$ cat src/rtl/divarr_pkg.sv
package divarr_pkg;
  // Strobes sent from a row's steering unit to its datapath.
  typedef struct packed {
    logic restore;  // keep the partial remainder, discard the difference
    logic quoBit;   // quotient bit produced by this row
  } rowStrobe_t;
endpackage

$ cat src/rtl/div_sub_cell.sv
module div_sub_cell (
  input  logic minuendBit,
  input  logic subtrahendBit,
  input  logic borrowIn,
  output logic diffBit,
  output logic borrowOut
);
  logic halfDiff;

  always_comb begin
    halfDiff  = minuendBit ^ subtrahendBit;
    diffBit   = halfDiff ^ borrowIn;
    borrowOut = (~minuendBit & subtrahendBit) | (~halfDiff & borrowIn);
  end
endmodule

$ cat src/rtl/div_row_steer.sv
module div_row_steer
  import divarr_pkg::*;
(
  input  logic       signBorrow,
  output rowStrobe_t strobe
);
  always_comb begin
    strobe.restore = signBorrow;
    strobe.quoBit  = ~signBorrow;
  end
endmodule

$ cat src/rtl/div_row.sv
module div_row
  import divarr_pkg::*;
#(
  parameter int WIDTH = 8
) (
  input  logic [WIDTH-1:0] remIn,
  input  logic             dividendBit,
  input  logic [WIDTH-1:0] divisor,
  input  rowStrobe_t       strobe,
  output logic             signBorrow,
  output logic [WIDTH-1:0] remOut
);
  localparam int CELLS = WIDTH + 1;

  logic [CELLS-1:0] partial;
  logic [CELLS-1:0] subtrahend;
  logic [CELLS-1:0] diffVec;
  logic [CELLS:0]   borrowChain;

  assign partial        = {remIn, dividendBit};
  assign subtrahend     = {1'b0, divisor};
  assign borrowChain[0] = 1'b0;

  for (genvar c = 0; c < CELLS; c++) begin : g_cell
    div_sub_cell u_cell (
      .minuendBit   (partial[c]),
      .subtrahendBit(subtrahend[c]),
      .borrowIn     (borrowChain[c]),
      .diffBit      (diffVec[c]),
      .borrowOut    (borrowChain[c+1])
    );
  end

  assign signBorrow = borrowChain[CELLS];

  always_comb begin
    remOut = strobe.restore ? partial[WIDTH-1:0] : diffVec[WIDTH-1:0];
  end

  always_comb begin

    row_diff_fits_chk: assert (strobe.restore || !diffVec[WIDTH])
      else $error("row difference overflowed the remainder width");

    row_partial_fits_chk: assert (!strobe.restore || !partial[WIDTH])
      else $error("restored partial remainder overflowed the width");
  end
endmodule

$ cat src/rtl/div_array.sv
module div_array
  import divarr_pkg::*;
#(
  parameter int WIDTH = 8
) (
  input  logic [WIDTH-1:0] dividend,
  input  logic [WIDTH-1:0] divisor,
  output logic [WIDTH-1:0] quotient,
  output logic [WIDTH-1:0] remainder
);
  localparam int ROWS = WIDTH;
  localparam int PW   = 2 * WIDTH;

  logic [WIDTH-1:0] remChain [ROWS+1];
  logic             rowSign  [ROWS];
  rowStrobe_t       rowStb   [ROWS];

  assign remChain[0] = '0;

  for (genvar r = 0; r < ROWS; r++) begin : g_row
    div_row #(.WIDTH(WIDTH)) u_data (
      .remIn      (remChain[r]),
      .dividendBit(dividend[WIDTH-1-r]),
      .divisor    (divisor),
      .strobe     (rowStb[r]),
      .signBorrow (rowSign[r]),
      .remOut     (remChain[r+1])
    );
    div_row_steer u_ctl (
      .signBorrow(rowSign[r]),
      .strobe    (rowStb[r])
    );
    assign quotient[WIDTH-1-r] = rowStb[r].quoBit;
  end

  assign remainder = remChain[ROWS];

  logic [PW-1:0] rebuilt;
  always_comb begin
    rebuilt = PW'(quotient) * PW'(divisor) + PW'(remainder);

    rem_below_divisor_chk: assert (divisor == '0 || remainder < divisor)
      else $error("remainder not below divisor");

    identity_chk: assert (divisor == '0 || rebuilt == PW'(dividend))
      else $error("quotient*divisor+remainder differs from dividend");

    zero_div_quo_chk: assert (divisor != '0 || quotient == '1)
      else $error("zero divisor quotient not all ones");

    zero_div_rem_chk: assert (divisor != '0 || remainder == dividend)
      else $error("zero divisor remainder not equal to dividend");
  end
endmodule

$ cat config.mk
export PLATFORM = sky130hd
export DESIGN_NAME = div_array
export DESIGN_NICKNAME = d
export VERILOG_FILES = /design/src/rtl/divarr_pkg.sv /design/src/rtl/div_sub_cell.sv /design/src/rtl/div_row_steer.sv /design/src/rtl/div_row.sv /design/src/rtl/div_array.sv
export SDC_FILE = /design/constraint.sdc
export NUM_CORES = 1
export LEC_CHECK = 0
export CAP_MARGIN = 20
export CORE_MARGIN = 2
export CORE_UTILIZATION = 45
export DETAILED_ROUTE_END_ITERATION = 7
export GPL_ROUTABILITY_DRIVEN = 0
export GPL_TIMING_DRIVEN = 1
export PLACE_DENSITY_LB_ADDON = 0.15
export REMOVE_ABC_BUFFERS = 1
export SETUP_SLACK_MARGIN = 0.4
export SLEW_MARGIN = 20
export SYNTH_ARGS = -nofsm -noshare
export SYNTH_HDL_FRONTEND = slang
export SYNTH_HIERARCHICAL = 1
export SYNTH_SLANG_ARGS = --single-unit
$ cat constraint.sdc
create_clock -name vclk -period 62.4
set_clock_uncertainty 0.15 [all_clocks]
set_input_delay 15.6 -clock vclk [all_inputs]
set_output_delay 15.6 -clock vclk [all_outputs]
set_load 0.01 [all_outputs]
==> Word-level counts from Yosys, hierarchy flattened <==
Cells that the tools add are included.
{ "classes": {"mux": 8, "bitwise_logic": 417} }
{ "op_table": {"columns": ["cell", "count"], "rows": [
  ["NOT 1 bit", 128],
  ["bitwise AND 1 bit", 120],
  ["XOR 1 bit", 113],
  ["2-to-1 mux 8 bit", 8],
  ["bitwise OR 1 bit", 56]
]} }
{ "totals": {"register_bits": 0, "output_inout_bits": 16} }

==> Logic depth before layout (Yosys ltp) <==
{ "logic_depth": {"ltp_word": 143, "ltp_mapped": 97, "mapped_depth_nobuf": 81} }

==> Cells and area by module <==
The synthesis kept the hierarchy.
{ "modules_own_cells": {"columns": ["mod", "instances", "cells_per_inst", "area_per_inst_um2", "seq_area_each_um2"], "rows": [
  ["div_sub_cell", 72, 3, 27.5, 0.0],
  ["div_row", 8, 10, 135.1, 0.0],
  ["div_row_steer", 8, 2, 11.3, 0.0],
  ["div_array", 1, 1, 3.8, 0.0]
]} }

==> Worst setup path after synthesis <==
OpenSTA, ideal clock, no wires.
{ "synth_path": {"path_type": "input-to-output", "start": "input port dividend[7]", "end": "output port remainder[0]", "t_arrival_ps": 44857, "path_slack_ps": 1793, "stages": 97, "n_path_buf": 16, "path_cell_list": "inv_1 > fa_1 > fa_1 > fa_1 > fa_1 > fa_1 > fa_1 > fa_1 > fa_1 > fa_1 > buf_4 > buf_6 > mux2_4 > inv_1 > fa_1 > fa_1 > fa_1 > fa_1 > [... 61 more ...] > fa_1 > fa_1 > fa_1 > buf_4 > buf_6 > mux2_4 > inv_1 > fa_1 > fa_1 > fa_1 > fa_1 > fa_1 > fa_1 > fa_1 > fa_1 > buf_4 > buf_6 > mux2_4"} }
{ "synth_lines": {"columns": ["item", "line", "text"], "rows": [
  ["from (decl)", "div_array.sv:6", "input logic [WIDTH-1:0] dividend,"],
  ["to (decl)", "div_array.sv:9", "output logic [WIDTH-1:0] remainder"]
]} }

==> impl_metrics.py <==
metrics = {
    "sta": {
        "worst_pin_slew_ps": 642,
        "relSlewSlack": 0.571,
        "finalSetupViolations": 0,
        "fmax_mhz": 16.4,
        "rsz0062_at_grt": "false",
        "fin_crit_ps": 60950,
        "fin_ws_ps": 1450,
        "drv_slew": 0,
        "tns_ps": 0,
        "finalHoldViolCount": 0,
        "period_share": 0.977,
    },
    "place": {
        "post-place-ws_ps": 429,
        "place.port_buffers": 32,
        "placed_cell_area_sq_um": 3540,
        "hpwl_mm": 4.25,
    },
    "drt": {
        "routed_wl_mm": 4.61,
        "antenna_left": 0,
        "drc": 0,
        "dr.pass1.iters": 2,
        "drtIter0Drc": 41,
        "num_vias": 1854,
        "wl_per_cell_microns": 10.4,
        "viasPerCell": 4.19,
    },
    "setup_path": {
        "cp.required_ps": 46650,
        "critPathKind": "primary input to output port",
        "end_kind": "output port",
        "crit_arrival_ps": 45200,
        "start_kind": "primary input",
        "cpPeakStageDelay_ps": 470,
        "path_common_cell": "fa_1",
        "crit_slowest_cell": "clkdlybuf4s50_1",
        "cp_max_fo": 8,
    },
    "synth": {
        "syn_area_sq_um": 3130,
        "yosysWarningCount": 6,
        "synthCells": 305,
        "synth.avg_cell_area_sq_um": 10.3,
    },
    "clock_network": {
        "ctsHoldBuffers": 0,
    },
    "global_route": {
        "grt_pass1_wl_mm": 8.38,
        "grt_usage": 0.137,
        "first_global_vias": 1950,
        "antenna_found_initial": 0,
        "grt_start_max_net_pins": 10,
        "grt_overflow": 0,
    },
    "min_path": {
        "hold_path.class": "primary input to output port",
    },
    "layout": {
        "regArea_sq_um": 0,
        "multiInputGateArea_sq_um": 2550,
        "diodes": 0,
        "layout-drive-gt1-share": 0.262,
        "n_fill_cell": 657,
        "final_cell_area_sq_um": 3650,
        "area_growth_pct": 16.6,
        "nNetsFinal": 452,
        "nFlopsAndLatches": 0,
        "clockBufferCount": 0,
    },
    "status": {
        "outcome": "complete, no violations",
    },
    "floorplanning": {
        "start_util": 0.463,
        "dieArea_sq_um": 7630,
        "core_area_sq_um": 6760,
        "fp.dieH_microns": 87.4,
        "fp-row-count": 30,
        "die_width_microns": 87.4,
        "ioPinCount": 32,
    },
    "run": {
        "maxCapViolCount": 0,
    },
}
[repair_timing]
| item | 4_1_cts | 5_1_grt |
|---|---|---|
| endpoints found under the setup margin | 8 | 9 |
| resized for setup | 1 | 11 |
| setup buffers | 0 | 11 |
| pin swaps | 0 | 6 |
[final timing paths]
kind	startpoint	to	slack (ps)	depth (start not counted)
setup / recovery	divisor[0]	remainder[1]	1450	84
hold / removal	dividend[0]	remainder[0]	32180	3
[layer usage]
metal	global-route usage	vias to the layer above	share of wire	wire length, microns
met5	0	-	0	0
met4	0.00280	0	0	0
met3	0.00190	0	0.016	72
met2	0.298	22	0.63	2900
met1	0.150	945	0.36	1640
li1	-	887	-	-
[layout make-up]
cell class	count	area share
Multi-Input combinational cell	167	0.699
Inverter	144	0.148
Tap cell	80	0.0274
Timing Repair Buffer	51	0.126
[per-stage QoR]
step,cells,hold WS [ps],utilization
finish,442,32180,0.540
global route,442,32220,0.540
CTS,431,32190,0.524
detailed placement,431,32180,0.524
global placement,431,32180,0.524
floorplan,311,31180,-
[worst max-delay path, delay by kind of cell]
kind	cells	cell delay, ps
buffers and inverters	11	1590
multiplexers	8	1850
adder cells (fa/ha/maj)	65	26140
[cells in the final DEF (no fill, tap or decap)]
cell	n
buf_2	1
clkdlybuf4s50_1	32
clkbuf_2	1
inv_1	144
conb_1	31
fa_2	12
fa_1	60
mux2_4	64
buf_4	17
Power is not shown: default switching activity piles up to over one toggle a cycle in this logic, so the estimate is an artifact.
